**config.mk**
```make
export PLATFORM = sky130hd
export DESIGN_NAME = drst_ctrl
export DESIGN_NICKNAME = d
export VERILOG_FILES = /design/src/rtl/drst_pkg.sv /design/src/rtl/drst_port_fsm.sv /design/src/rtl/drst_regs.sv /design/src/rtl/drst_ctrl.sv
export SDC_FILE = /design/constraint.sdc
export NUM_CORES = 1
export LEC_CHECK = 0
export ABC_AREA = 1
export BUFFER_PORTS_ARGS = -buffer_cell sky130_fd_sc_hd__buf_2
export CAP_MARGIN = 20
export CORE_UTILIZATION = 39
export CTS_CLUSTER_SIZE = 24
export DETAILED_ROUTE_END_ITERATION = 16
export PLACE_DENSITY = 0.87
export SYNTH_ARGS = -nofsm -noshare
export SYNTH_HDL_FRONTEND = slang
export SYNTH_SLANG_ARGS = --single-unit
```
**constraint.sdc**
```tcl
create_clock -name clk -period 1 [get_ports clk]
set_input_delay 0.15 -clock clk [delete_from_list [all_inputs] [get_ports clk]]
set_output_delay 0.15 -clock clk [all_outputs]
set_load 0.1 [all_outputs]
```
**src/rtl/drst_pkg.sv**
```systemverilog
package drst_pkg;
    localparam int ADDR_W   = 8;
    localparam int DATA_W   = 8;
    // Register offsets and bit positions that software decodes
    localparam logic [ADDR_W-1:0] CTRL_OFS = 8'h3E;
    localparam logic [ADDR_W-1:0] STAT_OFS = 8'h47;
    localparam int RST_BIT  = 6;
    localparam int ACT_BIT  = 1;

    typedef enum logic [1:0] {
        ST_TRAIN   = 2'd0,
        ST_UP      = 2'd1,
        ST_HOLD    = 2'd2,
        ST_RELEASE = 2'd3
    } port_state_t;
endpackage

```
**src/rtl/drst_port_fsm.sv**
```systemverilog
module drst_port_fsm
    import drst_pkg::*;
(
    input  logic clk,
    input  logic rst_n,
    input  logic rst_req,
    input  logic link_up,
    output logic port_rst,
    output logic link_active
);
    port_state_t state_q, state_d;

    always_ff @(posedge clk) begin
        if (!rst_n) state_q <= ST_TRAIN;
        else        state_q <= state_d;
    end

    always_comb begin
        state_d = state_q;
        if (rst_req) begin
            state_d = ST_HOLD;
        end else begin
            unique case (state_q)
                ST_HOLD:    state_d = ST_RELEASE;
                ST_RELEASE: if (!link_up) state_d = ST_TRAIN;
                ST_TRAIN:   if (link_up)  state_d = ST_UP;
                ST_UP:      if (!link_up) state_d = ST_TRAIN;
                default:    state_d = ST_TRAIN;
            endcase
        end
    end

    always_comb begin
        port_rst    = (state_q == ST_HOLD);
        link_active = (state_q == ST_UP);
    end

    assert_rst_follows_req_R2: assert property (@(posedge clk) disable iff (!rst_n)
        rst_req |=> port_rst);
    assert_inactive_in_reset_R3: assert property (@(posedge clk) disable iff (!rst_n)
        port_rst |-> !link_active);
    assert_rst_released_R4: assert property (@(posedge clk) disable iff (!rst_n)
        !rst_req |=> !port_rst);
    assert_no_stale_up_R5: assert property (@(posedge clk) disable iff (!rst_n)
        $fell(port_rst) |=> !link_active);
    assert_up_needs_link_R6: assert property (@(posedge clk) disable iff (!rst_n)
        $rose(link_active) |-> $past(link_up));
    assert_drop_clears_R10: assert property (@(posedge clk) disable iff (!rst_n)
        (link_active && !link_up) |=> !link_active);
endmodule

```
**src/rtl/drst_regs.sv**
```systemverilog
module drst_regs
    import drst_pkg::*;
#(
    parameter int NUM_PORTS = 2,
    localparam int PSEL_W   = (NUM_PORTS > 1) ? $clog2(NUM_PORTS) : 1
) (
    input  logic                 clk,
    input  logic                 rst_n,
    input  logic                 cfg_wr,
    input  logic                 cfg_rd,
    input  logic [PSEL_W-1:0]    cfg_port,
    input  logic [ADDR_W-1:0]    cfg_addr,
    input  logic [DATA_W-1:0]    cfg_wdata,
    input  logic [NUM_PORTS-1:0] link_active,
    output logic [NUM_PORTS-1:0] rst_req,
    output logic [DATA_W-1:0]    cfg_rdata,
    output logic                 cfg_rvalid
);
    logic [DATA_W-1:0] rd_mux;

    always_ff @(posedge clk) begin
        if (!rst_n) begin
            rst_req <= '0;
        end else if (cfg_wr && cfg_addr == CTRL_OFS) begin
            for (int i = 0; i < NUM_PORTS; i++)
                if (cfg_port == i[PSEL_W-1:0]) rst_req[i] <= cfg_wdata[RST_BIT];
        end
    end

    always_comb begin
        rd_mux = '0;
        for (int i = 0; i < NUM_PORTS; i++) begin
            if (cfg_port == i[PSEL_W-1:0]) begin
                if (cfg_addr == CTRL_OFS) rd_mux[RST_BIT] = rst_req[i];
                if (cfg_addr == STAT_OFS) rd_mux[ACT_BIT] = link_active[i];
            end
        end
    end

    always_ff @(posedge clk) begin
        if (!rst_n) begin
            cfg_rvalid <= 1'b0;
            cfg_rdata  <= '0;
        end else begin
            cfg_rvalid <= cfg_rd;
            cfg_rdata  <= cfg_rd ? rd_mux : '0;
        end
    end

    assert_status_write_ignored_R7: assert property (@(posedge clk) disable iff (!rst_n)
        (cfg_wr && cfg_addr == STAT_OFS) |=> $stable(rst_req));
    assert_read_valid_R9: assert property (@(posedge clk) disable iff (!rst_n)
        cfg_rd |=> cfg_rvalid);
endmodule

```
**src/rtl/drst_ctrl.sv**
```systemverilog
module drst_ctrl
    import drst_pkg::*;
#(
    parameter int NUM_PORTS = 2,
    localparam int PSEL_W   = (NUM_PORTS > 1) ? $clog2(NUM_PORTS) : 1
) (
    input  logic                 clk,
    input  logic                 rst_n,
    input  logic                 cfg_wr,
    input  logic                 cfg_rd,
    input  logic [PSEL_W-1:0]    cfg_port,
    input  logic [ADDR_W-1:0]    cfg_addr,
    input  logic [DATA_W-1:0]    cfg_wdata,
    output logic [DATA_W-1:0]    cfg_rdata,
    output logic                 cfg_rvalid,
    input  logic [NUM_PORTS-1:0] link_up_i,
    output logic [NUM_PORTS-1:0] port_rst_o
);
    logic [NUM_PORTS-1:0] rst_req;
    logic [NUM_PORTS-1:0] link_active;

    drst_regs #(.NUM_PORTS(NUM_PORTS)) u_regs (
        .clk        (clk),
        .rst_n      (rst_n),
        .cfg_wr     (cfg_wr),
        .cfg_rd     (cfg_rd),
        .cfg_port   (cfg_port),
        .cfg_addr   (cfg_addr),
        .cfg_wdata  (cfg_wdata),
        .link_active(link_active),
        .rst_req    (rst_req),
        .cfg_rdata  (cfg_rdata),
        .cfg_rvalid (cfg_rvalid)
    );

    for (genvar p = 0; p < NUM_PORTS; p++) begin : g_port
        drst_port_fsm u_fsm (
            .clk        (clk),
            .rst_n      (rst_n),
            .rst_req    (rst_req[p]),
            .link_up    (link_up_i[p]),
            .port_rst   (port_rst_o[p]),
            .link_active(link_active[p])
        );
    end

    assert_ports_quiet_after_reset_R1: assert property (@(posedge clk)
        $rose(rst_n) |-> (port_rst_o == '0));
endmodule

```
=== Word-level counts from Yosys, hierarchy flattened ===
Cells that the tools add are included.
Widths: inputs -> output; s select.

* Multipliers: 0
* Equality and inequality tests: 16
* Add/sub/neg operators: 0
* Magnitude comparators: 0
* Shifts and indexed selects: 0
* Div/mod/pow operators: 0
* Mux-type cells: 16
* Reduce and logical (&&, ||, !) cells: 14
* Bitwise logic cells: 2

{| class="wikitable"
|+ Operators by type and width
! kind !! count
|-
| $reduce_and 2->1 || 7
|-
| $mux 2 || 6
|-
| $pmux 2 s3 || 2
|-
| $eq 2x2->1 const B || 4
|-
| $eq 8x6->1 const B || 1
|-
| $eq 8x7->1 const B || 1
|-
| $mux 1 || 8
|-
| $ne 2x2->1 const B || 4
|-
| $reduce_or 2->1 || 4
|-
| $ne 3x2->1 const B || 2
|-
| $ne 3x3->1 const B || 2
|-
| $eq 2x1->1 const B || 2
|-
| $logic_not 2->1 || 2
|-
| $not 1->1 || 2
|-
| $logic_and 1x1->1 || 1
|}

* Input bits: 23
* Memories: 0
* Latch bits: 0
* Bits in registers: 15
* RAM bits: 0
* Word-level logic and storage cells: 57
* ROM bits: 0

=== Longest topological paths before layout ===
Gate-level depths: netlist (run 1).

* Word-level depth: 5
* Depth in mapped cells: 7
* Depth with buffers taken out: 7

=== Modules after synthesis ===
Synthesis (run 1) repeated with hierarchy kept, for this count alone.

* Cell total of the unflattened synthesis: 75
* Area, all modules: 488.0 µm²

{| class="wikitable"
|+ Modules (own cells, without submodules)
! module !! area each (µm²) !! seq. area each (µm²) !! instances !! cells each
|-
| drst_regs || 300.3 || 100.1 || 1 || 47
|-
| drst_port_fsm || 93.8 || 40.0 || 2 || 14
|}

=== Worst setup path after synthesis (run 1) ===
No wires, ideal clock.

* Path kind: reg-to-output
* From: register u_regs.cfg_rdata[1]
* To: output cfg_rdata[1]
* Arrival: 0.909 ns
* Cell stages (with the launch flop): 1
* Slack: -0.059 ns
* Data required time: 0.850 ns
* Cell sequence: dfxtp_1

{| class="wikitable"
|+ RTL lines
! item !! line !! text
|-
| from (decl) || drst_regs.sv:16 || <nowiki>output logic [DATA_W-1:0] cfg_rdata,</nowiki>
|-
| from (signal assigned) || drst_regs.sv:46 || <nowiki>cfg_rdata <= cfg_rd ? rd_mux : '0;</nowiki>
|-
| to (decl) || drst_ctrl.sv:14 || <nowiki>output logic [DATA_W-1:0] cfg_rdata,</nowiki>
|}

No word-level cell between the ends.

=== Final worst setup path (run 1) ===
* From: register g_port[0].u_fsm.state_q[0]
* To: output port_rst_o[0]

* Word-level cells in the longest chain between the ends: 1

{| class="wikitable"
|+ Ends and longest elaborated chain
! item !! line !! text
|-
| from (decl) || drst_port_fsm.sv:11 || <nowiki>port_state_t state_q, state_d;</nowiki>
|-
| from (signal assigned) || drst_port_fsm.sv:15 || <nowiki>else state_q <= state_d;</nowiki>
|-
| $eq 2x2->1 || drst_port_fsm.sv:34 || <nowiki>port_rst = (state_q == ST_HOLD);</nowiki>
|-
| to (decl) || drst_ctrl.sv:17 || <nowiki>output logic [NUM_PORTS-1:0] port_rst_o</nowiki>
|}

Every way passes these cells.

==> results of run 1 <==
-- critical path: cells and delay by family (launching register included) --
kind          cells  cell delay (ps)
flops             1              310
simple gates      1               60
buf+inv           3              300
-- kinds of logic after synthesis --
kind of cell	after synthesis	share of synthesized area
flops	9	0.356
buf+inv	24	0.238
other cells	1	0.00742
simple gates	38	0.339
compound gates	6	0.0594
-- synthesized netlist by cell type --
cell type | instances | share of area
buf_4 | 8 | 0.12
conb_1 | 1 | 0.0074
dfxtp_1 | 9 | 0.36
inv_1 | 16 | 0.12
nand2_1 | 15 | 0.11
nand2_2 | 1 | 0.012
nand3_1 | 2 | 0.020
nand3_2 | 1 | 0.020
nand4_1 | 3 | 0.037
nor2_1 | 12 | 0.089
nor2_2 | 2 | 0.025
nor4_1 | 2 | 0.025
o21ai_0 | 6 | 0.059
-- repair_timing --
action / 4_1_cts / 5_1_grt
buffers inserted: 0 / 1
hold endpoints to repair: 0 / 0
gates resized for setup: 6 / 2
setup endpoints to repair: 2 / 2
hold buffers: 0 / 0
-- registers in the layout (all words and copies together) (netlist names) --
signal / count
g_port.u_fsm.state_q: 4
u_regs.cfg_rdata: 2
u_regs.rst_req: 2
u_regs.cfg_rvalid: 1
-- per-layer routing --
metal / up-vias / track usage
met4: 0 / 0.0536
met3: 2 / 0.0698
met5: - / 0
li1: 267 / -
met2: 24 / 0.306
met1: 225 / 0.147
-- power by group --
part | internal (W) | switching, W | leakage (nW)
logic | 0.0000441 | 0.000162 | 0.294
clock network | 0.000154 | 0.000128 | 0.0150
registers | 0.000366 | 0.00000398 | 0.0756
total | 0.000564 | 0.000294 | 0.384
-- area by class of cell --
class                           count  area (um^2)  area share
Inverter                           16         60.1      0.0856
Multi-Input combinational cell     50          229       0.326
Sequential cell                     9          186       0.266
Tap cell                           14         17.5      0.0250
Timing Repair Buffer               21          183       0.260
Clock buffer                        4         26.3      0.0374
-- through the flow --
step | hold WS, ps | total power (W) | cell area, um^2
floorplan | 248 | 0.000543 | 528
global placement | 382 | 0.000577 | 661
detailed placement | 391 | 0.000581 | 661
CTS | 119 | 0.000866 | 694
global route | 137 | 0.000902 | 702
finish | 135 | 0.000858 | 702
-- path summary, 6_finish.rpt --
check	from	slack, ps	endpoint	depth (start not counted)
worst max register to register	g_port[0].u_fsm.state_q[1]$_SDFFE_PN0P_	130	u_regs.cfg_rdata[1]$_SDFF_PN0_	4
worst max-delay path	g_port[0].u_fsm.state_q[0]$_SDFFE_PP0P_	-80	port_rst_o[0]	4
worst min register to register	u_regs.rst_req[0]$_SDFFE_PN0P_	430	g_port[0].u_fsm.state_q[0]$_SDFFE_PP0P_	1
worst min-delay path	cfg_rd	130	u_regs.cfg_rdata[6]$_SDFF_PN0_	3
==> impl_metrics.json, run 1 <==
{
  "end_kind": "primary output",
  "final_cell_mix": "buf_2, nand2_1, inv_1, nor2_1",
  "final_cells": 114,
  "place_hpwl_um": 813,
  "placed_cells": 109,
  "grt_pass1_vias": 416,
  "route.met3.wl_um": 84,
  "clk_latency_ps": 260,
  "crit_top_cell": "inv_2",
  "port_buffers": 20,
  "crit_slowest_cell": "dfxtp_1",
  "core_area_um2": 1160,
  "drv_cap": 0,
  "gp_congestion": 0.836,
  "die_h_um": 38,
  "routed_via_density": 4.54,
  "syn_to_final_growth_pct": 38.9,
  "num_vias": 518,
  "ys_ff_latch": 9,
  "crit_chain": "inv_2, nand2_2, inv_2, buf_12",
  "setup_tns_ps": -133,
  "critPathMaxStageDelay_ps": 310,
  "cts.root.buffer_cell": "clkbuf_4",
  "maxSlewViolCount": 0,
  "violations": "setup timing",
  "rsz0062_at_grt": "yes",
  "final_hold_viol_count": 0,
  "antenna_cells": 0,
  "grt_pass1_wl_mm": 1.52,
  "start_util": 0.437,
  "ir_drop_mv": 1.00,
  "ys_seq_area_frac": 0.356,
  "drcViolationCount": 0,
  "power_density_nw_per_um2": 1220,
  "post_synth.cell_area_avg_um2": 6.48,
  "die_w_um": 38,
  "hold_path.class": "in2reg",
  "drive_gt1_frac": 0.390,
  "drtPass1Iterations": 4,
  "arrival_ps": 930,
  "cts.path.max_buffers": 2,
  "grt_max_degree": 8,
  "grt_overflow_total": 0,
  "cts_buffers": 3,
  "wl_mm": 1.03,
  "final_common_cell": "buf_2",
  "yosys_warnings": 0,
  "cts_sinks": 9,
  "yosys.cell_types.count": 13,
  "wl_met2_um": 509,
  "clk_pin_slew_ps": 60,
  "cp_max_fo": 2,
  "rows": 12,
  "ant_nets": 0,
  "pre_cts_ws_ps": 89.1,
  "ios": 34,
  "fin_skew_ps": 3.58,
  "globalRouteTotalUtil": 0.160,
  "leakagePower_nw": 0.384,
  "required_ps": 850,
  "worstSetupStartpointType": "flip-flop",
  "post_drt_wl_per_cell_um": 9.07,
  "met1_length_um": 434,
  "synth_cells": 78,
  "outcome": "complete, but fails checks",
  "die_area_um2": 1440,
  "path_class": "reg2out",
  "netlist_area_um2": 505,
  "cts_max_level": 1,
  "post-route-min-period_ps": 1080,
  "tritoncts": "yes",
  "drt_first_iter_violations": 19,
  "finalNetCount": 124,
  "setup_viol": 2,
  "setup_slack_ps": -79.1,
  "post-route-period-util": 1.08,
  "fmax_mhz": 927,
  "final_util": 0.607,
  "dr.max_layer_used": "met4",
  "antenna_found_initial": 0,
  "fillers": 109
}
Power figures use the tool's default switching activity.
==> run 2, diff against run 1 <==
==> constraint.sdc (replaced) <==
create_clock -name clk -period 1 [get_ports clk]
set_input_delay 0.2 -clock clk [delete_from_list [all_inputs] [get_ports clk]]
set_output_delay 0.2 -clock clk [all_outputs]
set_load 0.1 [all_outputs]
==> run 2 against run 1 <==
  * The run still ends with setup timing left
  * Utilization increased by 0.11 points
  * Critical path depth unchanged
  * Non-clock buffer count unchanged
  * Clock skew increased by 1.2 ps
  * Die area unchanged
  * Power increased by 0.46%
  * Global-route usage decreased by 0.26 points
  * Count of clock-buffer cells in the layout unchanged
==> impl_metrics.json, run 2 (synthesized netlist as in run 1, its figures left out) <==
{
  "cts.root.buffer_cell": "clkbuf_4",
  "hold_path.class": "in2reg",
  "drv_cap": 0,
  "r2r-start": "g_port[1].u_fsm.state_q[0]$_SDFFE_PP0P_",
  "leakagePower_nw": 0.383,
  "num_vias": 503,
  "grt_overflow_total": 0,
  "hp-start": "cfg_rd",
  "setup_viol": 2,
  "fin_skew_ps": 4.82,
  "routed_via_density": 4.41,
  "r2r-end": "u_regs.cfg_rdata[1]$_SDFF_PN0_",
  "crit_top_cell": "inv_2",
  "fillers": 109,
  "die_area_um2": 1440,
  "required_ps": 800,
  "gr-usage-met2": 0.254,
  "clk_pin_slew_ps": 60,
  "antenna_found_initial": 0,
  "wl_um": 979,
  "pre_cts_ws_ps": 62.4,
  "ant_nets": 0,
  "end_kind": "primary output",
  "die_h_um": 38,
  "ios": 34,
  "r2r_slack_ps": 210,
  "largest_registers": "g_port.u_fsm.state_q x4, u_regs.cfg_rdata x2, u_regs.rst_req x2",
  "whs_endpoint": "u_regs.cfg_rvalid$_SDFF_PN0_",
  "grt_max_degree": 8,
  "globalRouteTotalUtil": 0.157,
  "syn_to_final_growth_pct": 39.1,
  "cts_hold_buf": 0,
  "drtPass1Iterations": 4,
  "tritoncts": "yes",
  "place_hpwl_um": 784,
  "grt.busiest_layer": "met2",
  "finalNetCount": 124,
  "setup_slack_ps": -138,
  "post-route-min-period_ps": 1140,
  "final_hold_viol_count": 0,
  "reg2regPathDepth": 4,
  "final_cells": 114,
  "antenna_cells": 0,
  "path_class": "reg2out",
  "power_density_nw_per_um2": 1230,
  "outcome": "complete, but fails checks",
  "grt_pass1_vias": 406,
  "clk_latency_ps": 270,
  "post-route-period-util": 1.14,
  "port_buffers": 20,
  "crit_slowest_cell": "dfxtp_2",
  "placed_cells": 109,
  "final_cell_mix": "buf_2, nand2_1, inv_1, nor2_1",
  "die_w_um": 38,
  "crit_chain": "inv_2, nand2_2, inv_2, buf_12",
  "drive_gt1_frac": 0.400,
  "core_area_um2": 1160,
  "cts_sinks": 9,
  "cts_buffers": 3,
  "worstSetupStartpointType": "flip-flop",
  "drcViolationCount": 0,
  "drt_first_iter_violations": 10,
  "arrival_ps": 940,
  "ir_drop_mv": 0.762,
  "critPathMaxStageDelay_ps": 320,
  "cp_max_fo": 2,
  "fmax_mhz": 879,
  "post_drt_wl_per_cell_um": 8.59,
  "grt_pass1_wl_mm": 1.47,
  "start_util": 0.437,
  "final_util": 0.608,
  "rsz0062_at_grt": "yes",
  "cts.path.max_buffers": 2,
  "largest_reg_flops": 4,
  "use_met3": 0.0756,
  "gp_congestion": 0.837,
  "worst_hold_slack_ps": 160,
  "cts_max_level": 1,
  "hold_depth": 3,
  "violations": "setup timing",
  "maxSlewViolCount": 0,
  "grtUsageMet1": 0.157,
  "rows": 12,
  "final_common_cell": "buf_2",
  "regMostFlops": "g_port.u_fsm.state_q"
}
run 2: cell counts in the layout (fill, tap and decap cells not counted):
Identical to the previous run, type by type.
run 2: how the worst max path moves through the flow:
stage / slack, ps / end / from / depth (start not counted)
6_report: -140 / port_rst_o[0] / g_port[0].u_fsm.state_q[0]$_SDFFE_PP0P_ / 4
5_1_grt: -180 / port_rst_o[0] / g_port[0].u_fsm.state_q[0]$_SDFFE_PP0P_ / 4
4_1_cts: -140 / port_rst_o[0] / g_port[0].u_fsm.state_q[0]$_SDFFE_PP0P_ / 4
3_5_place_dp: 60 / u_regs.rst_req[1]$_SDFFE_PN0P_ / cfg_addr[4] / 8
3_3_place_gp: 80 / u_regs.rst_req[0]$_SDFFE_PN0P_ / cfg_addr[6] / 7
2_1_floorplan: 90 / port_rst_o[1] / g_port[1].u_fsm.state_q[1]$_SDFFE_PN0P_ / 3
run 2: through the flow:
step / setup TNS [ps] / total power [W] / area (um^2)
2_1_floorplan: 0 / 0.000543 / 528
3_3_place_gp: 0 / 0.000577 / 661
3_5_place_dp: 0 / 0.000580 / 661
4_1_cts: -280 / 0.000873 / 694
5_1_grt: -343 / 0.000909 / 703
6_report: -242 / 0.000862 / 703
run 2: critical path: cells and delay by family, from the launching register on:
family	cells	cell delay [ps]
buffers and inverters	3	290
flip-flops	1	320
AND/OR/NAND/NOR	1	60
run 2: routing by layer:
layer,vias up,part of all wire
li1,269,-
met4,0,0.019
met5,-,0
met1,211,0.43
met2,20,0.47
met3,3,0.081
run 2: repair_timing:
item,4_1_cts,5_1_grt
gates resized for setup,6,3
pin swaps,0,1
cloned,0,0
endpoints found under the setup margin,2,4
buffers inserted,0,1
run 2: layout make-up:
| cell class | count | area (um^2) | share of cell area |
|---|---|---|---|
| clock buffer | 4 | 26.3 | 0.0374 |
| inverter | 16 | 60.1 | 0.0854 |
| multi-input combinational | 50 | 229 | 0.326 |
| sequential | 9 | 188 | 0.267 |
| tap | 14 | 17.5 | 0.0249 |
| timing repair buffer | 21 | 183 | 0.260 |
run 2: report_power, final:
group          total, W  internal (W)  switching, W
clock          0.000286      0.000154      0.000132
sequential     0.000370      0.000366    0.00000389
combinational  0.000206     0.0000440      0.000162
==> run 3, diff against run 2 <==
--- a/config.mk
+++ b/config.mk
@@ -7,11 +7,11 @@
 export LEC_CHECK = 0
 export ABC_AREA = 1
 export BUFFER_PORTS_ARGS = -buffer_cell sky130_fd_sc_hd__buf_2
-export CAP_MARGIN = 20
 export CORE_UTILIZATION = 39
 export CTS_CLUSTER_SIZE = 24
 export DETAILED_ROUTE_END_ITERATION = 16
 export PLACE_DENSITY = 0.87
+export RECOVER_POWER = 50
 export SYNTH_ARGS = -nofsm -noshare
 export SYNTH_HDL_FRONTEND = slang
 export SYNTH_SLANG_ARGS = --single-unit
==> run 3 against run 2 <==
  * Largest cell class unchanged
  * Global-route usage is the same
  * Die area is the same
  * Cell area shrank 0.18%
  * The flow still finishes with violations (setup timing)
  * Non-clock buffer count is the same
==> impl_metrics.json, run 3 (synthesized netlist as in run 1, its figures left out) <==
{
  "drtPass1Iterations": 4,
  "endpoint": "port_rst_o[0]",
  "drt_first_iter_violations": 10,
  "drive_gt1_frac": 0.390,
  "routed_via_density": 4.41,
  "fmax_mhz": 879,
  "core_area_um2": 1160,
  "grt_pass1_wl_mm": 1.47,
  "path_buf_inv": 3,
  "worst_hold_slack_ps": 160,
  "grt_overflow_total": 0,
  "grt_pass1_vias": 406,
  "crit_family": "flip-flops",
  "cts_max_level": 1,
  "r2r_slack_ps": 210,
  "critPathMaxStageDelay_ps": 320,
  "cts.root.buffer_cell": "clkbuf_4",
  "die_w_um": 38,
  "start_util": 0.437,
  "largest_reg_flops": 4,
  "clk_latency_ps": 270,
  "maxSlewViolCount": 0,
  "outcome": "complete, but fails checks",
  "post_drt_wl_per_cell_um": 8.60,
  "end_kind": "primary output",
  "cts_sinks": 9,
  "final_hold_viol_count": 0,
  "regMostFlops": "g_port.u_fsm.state_q",
  "path_class": "reg2out",
  "rows": 12,
  "antenna_found_initial": 0,
  "antenna_cells": 0,
  "worstSetupStartpointType": "flip-flop",
  "tritoncts": "yes",
  "finalNetCount": 124,
  "leakagePower_nw": 0.381,
  "gp_congestion": 0.837,
  "required_ps": 800,
  "cts_hold_buf": 0,
  "wl_um": 980,
  "crit_top_cell": "inv_2",
  "port_buffers": 20,
  "fin_skew_ps": 4.82,
  "crit_chain": "inv_2, nand2_2, inv_2, buf_12",
  "final_cell_mix": "buf_2, nand2_1, inv_1, nor2_1",
  "pre_cts_ws_ps": 62.4,
  "crit_slowest_cell": "dfxtp_2",
  "place_hpwl_um": 784,
  "drcViolationCount": 0,
  "rsz0062_at_grt": "yes",
  "cts.path.max_buffers": 2,
  "grt_max_degree": 8,
  "post-route-min-period_ps": 1140,
  "cts_buffers": 3,
  "arrival_ps": 940,
  "reg2regPathDepth": 4,
  "drv_cap": 0,
  "num_vias": 503,
  "violations": "setup timing",
  "setup_viol": 2,
  "crit_cells": 4,
  "startpoint": "g_port[0].u_fsm.state_q[0]$_SDFFE_PP0P_",
  "syn_to_final_growth_pct": 38.9,
  "hold_path.class": "in2reg",
  "r2r-start": "g_port[1].u_fsm.state_q[0]$_SDFFE_PP0P_",
  "power_density_nw_per_um2": 1230,
  "fillers": 110,
  "final_util": 0.607,
  "globalRouteTotalUtil": 0.157,
  "final_cell_area_um2": 702,
  "final_common_cell": "buf_2",
  "die_h_um": 38,
  "setup_slack_ps": -138,
  "clk_pin_slew_ps": 60,
  "ant_nets": 0,
  "setup_tns_ps": -242,
  "ios": 34,
  "ir_drop_mv": 0.762,
  "largest_registers": "g_port.u_fsm.state_q x4, u_regs.cfg_rdata x2, u_regs.rst_req x2",
  "cp_max_fo": 2,
  "post-route-period-util": 1.14,
  "die_area_um2": 1440,
  "r2r-end": "u_regs.cfg_rdata[1]$_SDFF_PN0_",
  "placed_area_um2": 661
}
==> run 3: cell types whose count changed in the layout (fill, tap and decap cells not counted), sizes merged <==
cell and delta:
clkbuf +1, buf -1
==> run 3: repair_timing <==
action | 4_1_cts | 5_1_grt
hold endpoints to repair | 0 | 0
buffers inserted | 0 | 1
pin swaps | 0 | 1
endpoints found under the setup margin | 2 | 4
resized for setup | 6 | 3
==> run 3: per-layer routing <==
metal  global-route usage  vias to the layer above  wire [um]
li1                     -                      269          -
met1                0.157                      211        422
met2                0.254                       20        459
met3               0.0756                        3         79
met4                0.107                        0         19
met5                    0                        -          0
==> run 3: worst min-delay path by stage <==
stage / startpoint / end / slack, ps / cells past startpoint
after floorplan: rst_n / g_port[0].u_fsm.state_q[1]$_SDFFE_PN0P_ / 300 / 2
after global placement: u_regs.rst_req[0]$_SDFFE_PN0P_ / g_port[0].u_fsm.state_q[0]$_SDFFE_PP0P_ / 430 / 1
after detailed placement: u_regs.rst_req[0]$_SDFFE_PN0P_ / g_port[0].u_fsm.state_q[0]$_SDFFE_PP0P_ / 430 / 1
after CTS: cfg_rd / u_regs.cfg_rvalid$_SDFF_PN0_ / 150 / 3
after global routing: cfg_rd / u_regs.cfg_rvalid$_SDFF_PN0_ / 160 / 3
final: cfg_rd / u_regs.cfg_rvalid$_SDFF_PN0_ / 160 / 3
==> run 3: report_power, final <==
| part | internal (W) | switching, W | total (W) |
|---|---|---|---|
| clock network | 0.000154 | 0.000132 | 0.000286 |
| logic | 0.0000433 | 0.000162 | 0.000205 |
| registers | 0.000366 | 0.00000389 | 0.000370 |
| total | 0.000564 | 0.000298 | 0.000861 |
==> run 3: final cells by class <==
cell class | instances | area (um^2) | share of cell area
repair buffers | 21 | 181 | 0.258
clock buffers | 4 | 26.3 | 0.0374
well taps | 14 | 17.5 | 0.0250
multi-input cells | 50 | 229 | 0.326
flip-flops and latches | 9 | 188 | 0.267
inverters | 16 | 60.1 | 0.0856
==> run 3: per-stage QoR <==
step | instances | power, W
floorplan | 83 | 0.000543
global placement | 109 | 0.000577
global route | 114 | 0.000908
detailed placement | 109 | 0.000580
finish | 114 | 0.000861
CTS | 113 | 0.000873
==> run 3: worst register-to-register path, cell delays in order, from the launching register on <==
cell and delay [ps]:
dfxtp_1 320, inv_2 40, o21ai_0 180, nand3_1 110, nor2_1 90
